**src/rtl/burst_pkg.sv**
```systemverilog
package burst_pkg;
  typedef enum logic [1:0] {
    SYM_ZERO = 2'b00,
    SYM_POS  = 2'b01,
    SYM_NEG  = 2'b11
  } sym_e;
endpackage

```
**src/rtl/burst_framer.sv**
```systemverilog
module burst_framer #(
  parameter int CH_BITS = 8,
  parameter int D_BITS  = 2
) (
  input  logic                   clk_i,
  input  logic                   rst_ni,
  input  logic                   bit_en_i,
  input  logic                   start_i,
  input  logic                   valid_i,
  input  logic [2*CH_BITS-1:0]   b1_i,
  input  logic [2*CH_BITS-1:0]   b2_i,
  input  logic [2*D_BITS-1:0]    d_i,
  output logic                   busy_o,
  output logic                   adv_o,
  output logic                   fin_o,
  output logic                   user_o,
  output logic                   raw_o,
  output logic                   taken_o,
  output logic                   ovr_o
);
  localparam int HALF  = 2*CH_BITS + D_BITS;
  localparam int PAY   = 2*HALF;
  localparam int FRAME = PAY + 1;
  localparam int CW    = $clog2(FRAME + 1);
  localparam logic [CW-1:0] LAST = CW'(FRAME);

  logic [CW-1:0]  cnt_q;
  logic [PAY-1:0] pay_q;
  logic [PAY-1:0] ordered;
  logic           start_ok;
  logic           stepping;

  assign ordered = {b1_i[2*CH_BITS-1 -: CH_BITS], b2_i[2*CH_BITS-1 -: CH_BITS],
                    d_i[2*D_BITS-1 -: D_BITS],
                    b1_i[CH_BITS-1:0], b2_i[CH_BITS-1:0], d_i[D_BITS-1:0]};

  assign start_ok = start_i & ~busy_o;
  assign stepping = bit_en_i & busy_o;
  assign adv_o    = stepping & (cnt_q != LAST);
  assign fin_o    = stepping & (cnt_q == LAST);
  assign user_o   = (cnt_q != '0);
  assign raw_o    = user_o ? pay_q[PAY-1] : 1'b1;

  always_ff @(posedge clk_i or negedge rst_ni) begin
    if (!rst_ni) begin
      busy_o  <= 1'b0;
      cnt_q   <= '0;
      pay_q   <= '0;
      taken_o <= 1'b0;
      ovr_o   <= 1'b0;
    end else begin
      taken_o <= 1'b0;
      if (start_i && busy_o) ovr_o <= 1'b1;
      if (start_ok) begin
        busy_o  <= 1'b1;
        cnt_q   <= '0;
        pay_q   <= valid_i ? ordered : '1;
        taken_o <= valid_i;
      end else if (fin_o) begin
        busy_o <= 1'b0;
        cnt_q  <= '0;
      end else if (adv_o) begin
        cnt_q <= cnt_q + 1'b1;
        if (user_o) pay_q <= {pay_q[PAY-2:0], 1'b0};
      end
    end
  end
endmodule

```
**src/rtl/burst_scrambler.sv**
```systemverilog
module burst_scrambler #(
  parameter int LEN = 9,
  parameter int TAP = 5
) (
  input  logic clk_i,
  input  logic rst_ni,
  input  logic en_i,
  input  logic din_i,
  output logic dout_o
);
  logic [LEN-1:0] hist_q;

  // hist_q[0] is the newest sent bit
  assign dout_o = din_i ^ hist_q[TAP-1] ^ hist_q[LEN-1];

  always_ff @(posedge clk_i or negedge rst_ni) begin
    if (!rst_ni)   hist_q <= '0;
    else if (en_i) hist_q <= {hist_q[LEN-2:0], dout_o};
  end
endmodule

```
**src/rtl/burst_ami_enc.sv**
```systemverilog
module burst_ami_enc
  import burst_pkg::*;
(
  input  logic       clk_i,
  input  logic       rst_ni,
  input  logic       adv_i,
  input  logic       fin_i,
  input  logic       bit_i,
  output logic [1:0] sym_o
);
  logic neg_q;

  always_ff @(posedge clk_i or negedge rst_ni) begin
    if (!rst_ni) begin
      neg_q <= 1'b0;
      sym_o <= SYM_ZERO;
    end else if (fin_i) begin
      sym_o <= SYM_ZERO;
    end else if (adv_i) begin
      if (bit_i) begin
        sym_o <= neg_q ? SYM_NEG : SYM_POS;
        neg_q <= ~neg_q;
      end else begin
        sym_o <= SYM_ZERO;
      end
    end
  end
endmodule

```
**src/rtl/burst_tx.sv**
```systemverilog
module burst_tx #(
  parameter int CH_BITS = 8,
  parameter int D_BITS  = 2,
  parameter int SCR_LEN = 9,
  parameter int SCR_TAP = 5
) (
  input  logic                 clk_i,
  input  logic                 rst_ni,
  input  logic                 bit_en_i,
  input  logic                 frame_start_i,
  input  logic                 data_valid_i,
  input  logic [2*CH_BITS-1:0] b1_i,
  input  logic [2*CH_BITS-1:0] b2_i,
  input  logic [2*D_BITS-1:0]  d_i,
  output logic [1:0]           sym_o,
  output logic                 busy_o,
  output logic                 data_taken_o,
  output logic                 overrun_o
);
  logic adv, fin, user_bit, raw_bit, scr_bit, line_bit;

  burst_framer #(.CH_BITS(CH_BITS), .D_BITS(D_BITS)) u_framer (
    .clk_i   (clk_i),
    .rst_ni  (rst_ni),
    .bit_en_i(bit_en_i),
    .start_i (frame_start_i),
    .valid_i (data_valid_i),
    .b1_i    (b1_i),
    .b2_i    (b2_i),
    .d_i     (d_i),
    .busy_o  (busy_o),
    .adv_o   (adv),
    .fin_o   (fin),
    .user_o  (user_bit),
    .raw_o   (raw_bit),
    .taken_o (data_taken_o),
    .ovr_o   (overrun_o)
  );

  burst_scrambler #(.LEN(SCR_LEN), .TAP(SCR_TAP)) u_scr (
    .clk_i (clk_i),
    .rst_ni(rst_ni),
    .en_i  (adv & user_bit),
    .din_i (raw_bit),
    .dout_o(scr_bit)
  );

  // framing bit bypasses the scrambler
  assign line_bit = user_bit ? scr_bit : raw_bit;

  burst_ami_enc u_ami (
    .clk_i (clk_i),
    .rst_ni(rst_ni),
    .adv_i (adv),
    .fin_i (fin),
    .bit_i (line_bit),
    .sym_o (sym_o)
  );
endmodule

```
**config.mk**
```make
export PLATFORM = sky130hd
export DESIGN_NAME = burst_tx
export DESIGN_NICKNAME = d
export VERILOG_FILES = /design/src/rtl/burst_pkg.sv /design/src/rtl/burst_framer.sv /design/src/rtl/burst_scrambler.sv /design/src/rtl/burst_ami_enc.sv /design/src/rtl/burst_tx.sv
export SDC_FILE = /design/constraint.sdc
export NUM_CORES = 1
export LEC_CHECK = 0
export ABC_CLOCK_PERIOD_IN_PS = 1800
export BUFFER_PORTS_ARGS = -buffer_cell sky130_fd_sc_hd__buf_2
export CORE_MARGIN = 2
export CORE_UTILIZATION = 50
export DETAILED_ROUTE_END_ITERATION = 7
export GPL_ROUTABILITY_DRIVEN = 0
export PLACE_DENSITY = 0.75
export SETUP_SLACK_MARGIN = 0.05
export SYNTH_ARGS = -nofsm -noshare
export SYNTH_HDL_FRONTEND = slang
export SYNTH_SLANG_ARGS = --single-unit
```
**constraint.sdc**
```tcl
create_clock -name clk_i -period 1.8 [get_ports clk_i]
set_input_delay 0 -clock clk_i [delete_from_list [all_inputs] [get_ports clk_i]]
set_output_delay 0 -clock clk_i [all_outputs]
set_load 0.02 [all_outputs]
```
## After elaboration in Yosys (flattened, before gate mapping)

Index checks and enable logic that the tools add are counted.
W data, S select, Z words.

- Add/sub/neg operators: 1
- Equal/unequal tests: 3
- Multiplexer cells: 17
- Bitwise operators: 10
- Reduce and logical (&&, ||, !) cells: 9

Operators with widths:

| kind | number |
|---|---|
| $mux W36 | 5 |
| $mux W6 | 3 |
| $mux W2 | 4 |
| $reduce_bool A2 Y1 | 4 |
| $add A6 B1 Y6 const B | 1 |
| $eq A6 B6 Y1 const B | 1 |
| $ne A6 B6 Y1 const B | 1 |
| $reduce_and A3 Y1 | 2 |
| $reduce_bool A6 Y1 | 1 |
| $and A1 B1 Y1 | 5 |
| $mux W1 | 5 |
| $not A1 Y1 | 3 |
| $reduce_bool A3 Y1 | 1 |
| $ne A2 B1 Y1 const B | 1 |
| $xor A1 B1 Y1 | 2 |
| $logic_and A1 B1 Y1 | 1 |

- Flip-flop bits (word level): 57
- Bits of input ports: 41
- Output and inout port bits: 5
- Word-level logic and storage cells: 48

## Logic depth before layout (Yosys ltp)

- Depth in word-level cells: 8
- Depth in mapped cells: 7
- Mapped depth without buffers: 6

## Cells and area by module

A second synthesis with hierarchy kept.

- Cell total of the unflattened synthesis: 244
- Area total of the unflattened synthesis: 2706.3 µm²

By module, submodules not included:

| module | times used | cells an instance | area an instance (µm²) | sequential area each (µm²) |
|---|---|---|---|---|
| burst_framer | 1 | 212 | 2202.1 | 1126.1 |
| burst_scrambler | 1 | 20 | 360.3 | 225.2 |
| burst_ami_enc | 1 | 10 | 121.4 | 75.1 |
| burst_tx | 1 | 2 | 22.5 | 0.0 |

## Least setup slack after synthesis

Ideal clock, no wire load.

- Path type: register -> register
- Start: register u_framer.cnt_q[0]
- End: register u_framer.pay_q[2]
- Library setup time: 0.128 ns
- Arrival time: 1.730 ns
- Data required time: 1.672 ns
- Path slack: -0.057 ns
- Stages on the path, launching flop included: 7
- Buffers on the path: 1
- Clock period less this slack: 1.857 ns
- Cell sequence: dfrtp_1 inv_1 ha_1 or3b_1 a311oi_4 clkbuf_2 o21ai_0

- Longest elaborated chain between the ends: 4
- Elaborated cells between the ends (all ways): 9
- Those cells by class: eq/ne: 3; bitwise: 2; reduce/logical: 4

RTL lines:

| element | RTL line | text |
|---|---|---|
| start, declared | burst_framer.sv:27 | `logic [CW-1:0] cnt_q;` |
| start signal, assigned | burst_framer.sv:63 | `cnt_q <= cnt_q + 1'b1;` |
| $eq A6 B6 Y1 or $ne A6 B6 Y1 (tied branches) | burst_framer.sv:40, burst_framer.sv:39 |  |
| $and A1 B1 Y1 (on tied branches) | burst_framer.sv:40, burst_framer.sv:39 |  |
| $ne A2 B1 Y1 (no source line) or $reduce_bool A2 Y1 (tied branches) | n/a |  |
| $reduce_and A3 Y1 (no source line) * | n/a |  |
| end signal, assigned | burst_framer.sv:57 | `pay_q <= valid_i ? ordered : '1;` |
| end signal, assigned | burst_framer.sv:64 | `if (user_o) pay_q <= {pay_q[PAY-2:0], 1'b0};` |
| end, declared | burst_framer.sv:28 | `logic [PAY-1:0] pay_q;` |

Mark *: on every way between the ends. The rest lies on a longest branch, timed or not.
A chain may end at the register's enable or synchronous reset.

## Worst setup path after layout

Ends and elaborated chain as after synthesis.

==> impl_metrics.ini <==
[drt]
wl_per_cell_um = 14.95
wl_um = 6098
dr_total_vias = 2233
viasPerCell = 5.473
drtAntennaViolNets = 0
drt-pass1-iter-count = 4
drt_iter0_drc = 158
drc = 0

[hold_path]
hold_path.class = primary input to register

[clock_network]
cts_sinks = 57
cts_buffer_depth = 2
clock_latency_ps = 330
clk_pin_slew_worst_paths_ps = 70
cts_tree = built
cts_inserted_buffers = 9
cts_max_level = 3
cts-root-buf = clkbuf_8

[yosys]
yosysSeqAreaShare_pct = 52.25
ys_ff_latch = 57
synth_top_area_share_pct = 52.25
synthCells = 276
netlist.top_cell.by_area = dfrtp_1
async_reset_ff_share_pct = 100.0
synth_edf_count = 0
syn_area_um2 = 2730
ys.flop_type = dfrtp_1
synthDistinctLibCells = 36
syn_nets = 320
syn_avg_cell_area_um2 = 9.892
yosysWarnings = 0
synth_area_leaders = dfrtp_1 52%, o21ai_0 13%, nand3b_1 9.6%

[timing]
max_freq_ghz = 0.5421
hold_viol_final = 0
slew-limit-headroom_pct = 56.78
post-route-min-period_ps = 1845
fin_crit_sh_pct = 102.5
setup_slack_ps = -44.57
slew_viol_final = 0
setup_viol_count_final = 31
holdWs_ps = 42.47
rsz0062_at_grt = yes
fin_tns_setup_ps = -620.9
fin_skew_ps = 8.156
tightest_slew_ps = 648.4

[critical_path]
reg2regPathDepth = 8
reg2reg_slack_ps = -40
reg2reg_to = u_framer.pay_q[2]
crit_fanout = 9
endpoint = u_framer.pay_q[2]
crit_type = register to register
startpoint = u_framer.cnt_q[0]
crit_arrival_ps = 2100
cp-start-kind = register
r2r_start = u_framer.cnt_q[0]
endpoint_kind = register
cp.required_ps = 2050

[run_status]
status = complete, but fails checks
violations = setup timing

[cells_and_area]
fin_util_pct = 68.14
drive_above_1_share_pct = 33.73
mostFrequentLayoutCells = 57 x dfrtp_1, 45 x buf_2, 39 x o21ai_0
antennaDiodeCount = 0
final_cells = 408
nNetsFinal = 377
syn_to_final_growth_pct = 29.10
final_common_cell = dfrtp_1

[floorplanning]
coreArea_um2 = 5172
die_width_um = 77.90
dieArea_um2 = 6068
die_height_um = 77.90
io_pins = 46
rows = 26
initial_core_util_pct = 52.78

[global_route]
antenna_found_initial = 0
first_global_vias = 2037
track_usage_pct = 19.37
grt_pass1_wl_um = 9170
grt_max_degree = 58
grt.overflow.total = 0

[placement]
dp.cells = 379
port_buffers = 45
hpwl_um = 3235

[flow_run]
max-cap-violations = 0

[pwr]
p_leak_nw = 1.544
powerDensity_nw_per_um2 = 1395
ir_worst_vdd_uv = 953.1
## critical path, cell delays in order, from the launching register on
cell and delay (ps):
dfrtp_1 400, inv_1 70, ha_1 130, or3b_4 400
a311oi_4 280, buf_6 200, clkbuf_16 160, nand2_1 50
o21ai_1 80
## registers in the layout, indices dropped and copies added (netlist names)
| name | count |
|---|---|
| u_framer.cnt_q | 6 |
| u_framer.pay_q | 36 |
| u_ami.neg_q | 1 |
| u_framer.ovr_o | 1 |
| u_framer.taken_o | 1 |
| u_scr.hist_q | 9 |
| u_framer.busy_o | 1 |
| u_ami.sym_o | 2 |
## cell families (layout without fill, tap and decap cells)
kind of cell | after synthesis | count (layout) | share of synthesized area (%)
AND/OR/NAND/NOR | 92 | 92 | 18.70
AO/OA/AOI/OAI | 88 | 88 | 18.29
flip-flops | 57 | 57 | 52.25
buffers and inverters | 24 | 86 | 4.170
multiplexers | 9 | 9 | 3.712
adder cells (fa/ha/maj) | 3 | 3 | 1.375
XOR/XNOR | 3 | 3 | 1.512
## synthesized netlist by cell type, types with 2 or more instances
master,n
o21ai_0,69
nand2_1,39
ha_1,3
nor2_1,4
xor2_1,2
a21oi_1,2
clkbuf_1,12
o21ai_1,6
nand2b_1,2
nand3b_1,35
buf_4,5
clkbuf_2,3
mux2_2,9
a21o_1,2
nand3_1,3
and2_1,2
or2_2,2
inv_1,2
dfrtp_1,57
## worst min-delay path by stage
stage / depth (start not counted) / endpoint / from / slack [ps]
after floorplan: 0 / u_ami.neg_q / rst_ni / -300
after global placement: 2 / u_framer.pay_q[10] / rst_ni / 20
after detailed placement: 2 / u_framer.pay_q[10] / rst_ni / 20
after CTS: 4 / u_framer.pay_q[16] / b1_i[6] / 40
after global routing: 4 / u_framer.pay_q[6] / b2_i[4] / 70
final: 4 / u_framer.pay_q[16] / b1_i[6] / 40
## cell type report
| cell class | count | area, µm² |
|---|---|---|
| clock buffers | 10 | 127.6 |
| clock inverters | 6 | 58.81 |
| fillers | 424 | 1648 |
| inverters | 2 | 7.507 |
| multi-input cells | 195 | 1261 |
| flip-flops and latches | 57 | 1426 |
| well taps | 70 | 87.58 |
| repair buffers | 68 | 555.5 |
## through the flow
step / area, µm² / setup slack [ps] / total power (W)
after floorplan: 2733 / 50.46 / 0.002896
after global placement: 3059 / 46.85 / 0.003174
after detailed placement: 3059 / -20.99 / 0.003227
after CTS: 3354 / -3.331 / 0.004547
after global routing: 3525 / -103.2 / 0.005240
final: 3525 / -44.57 / 0.004917
## power by group
part	total, W	switching, W	internal, W
sequential	0.00201	0.000274	0.00173
clock	0.00115	0.000519	0.000632
combinational	0.00176	0.000823	0.000936
## per-layer routing
layer	vias to the layer above	track usage [%]	part of all wire, %
met5	-	0	0
met4	0	9.649	1.8
li1	1090	-	-
met1	1070	26.11	46
met2	61	30.09	48
met3	12	3.605	4.2
## timing repair
action,in CTS,in global routing
gates cloned,1,7
hold buffers,3,0
setup buffers,2,0
pin swaps,6,0
endpoints found under the setup margin,45,45
endpoints found under the hold margin,60,0
gates resized for setup,29,24
Power figures use the tool's default switching activity.
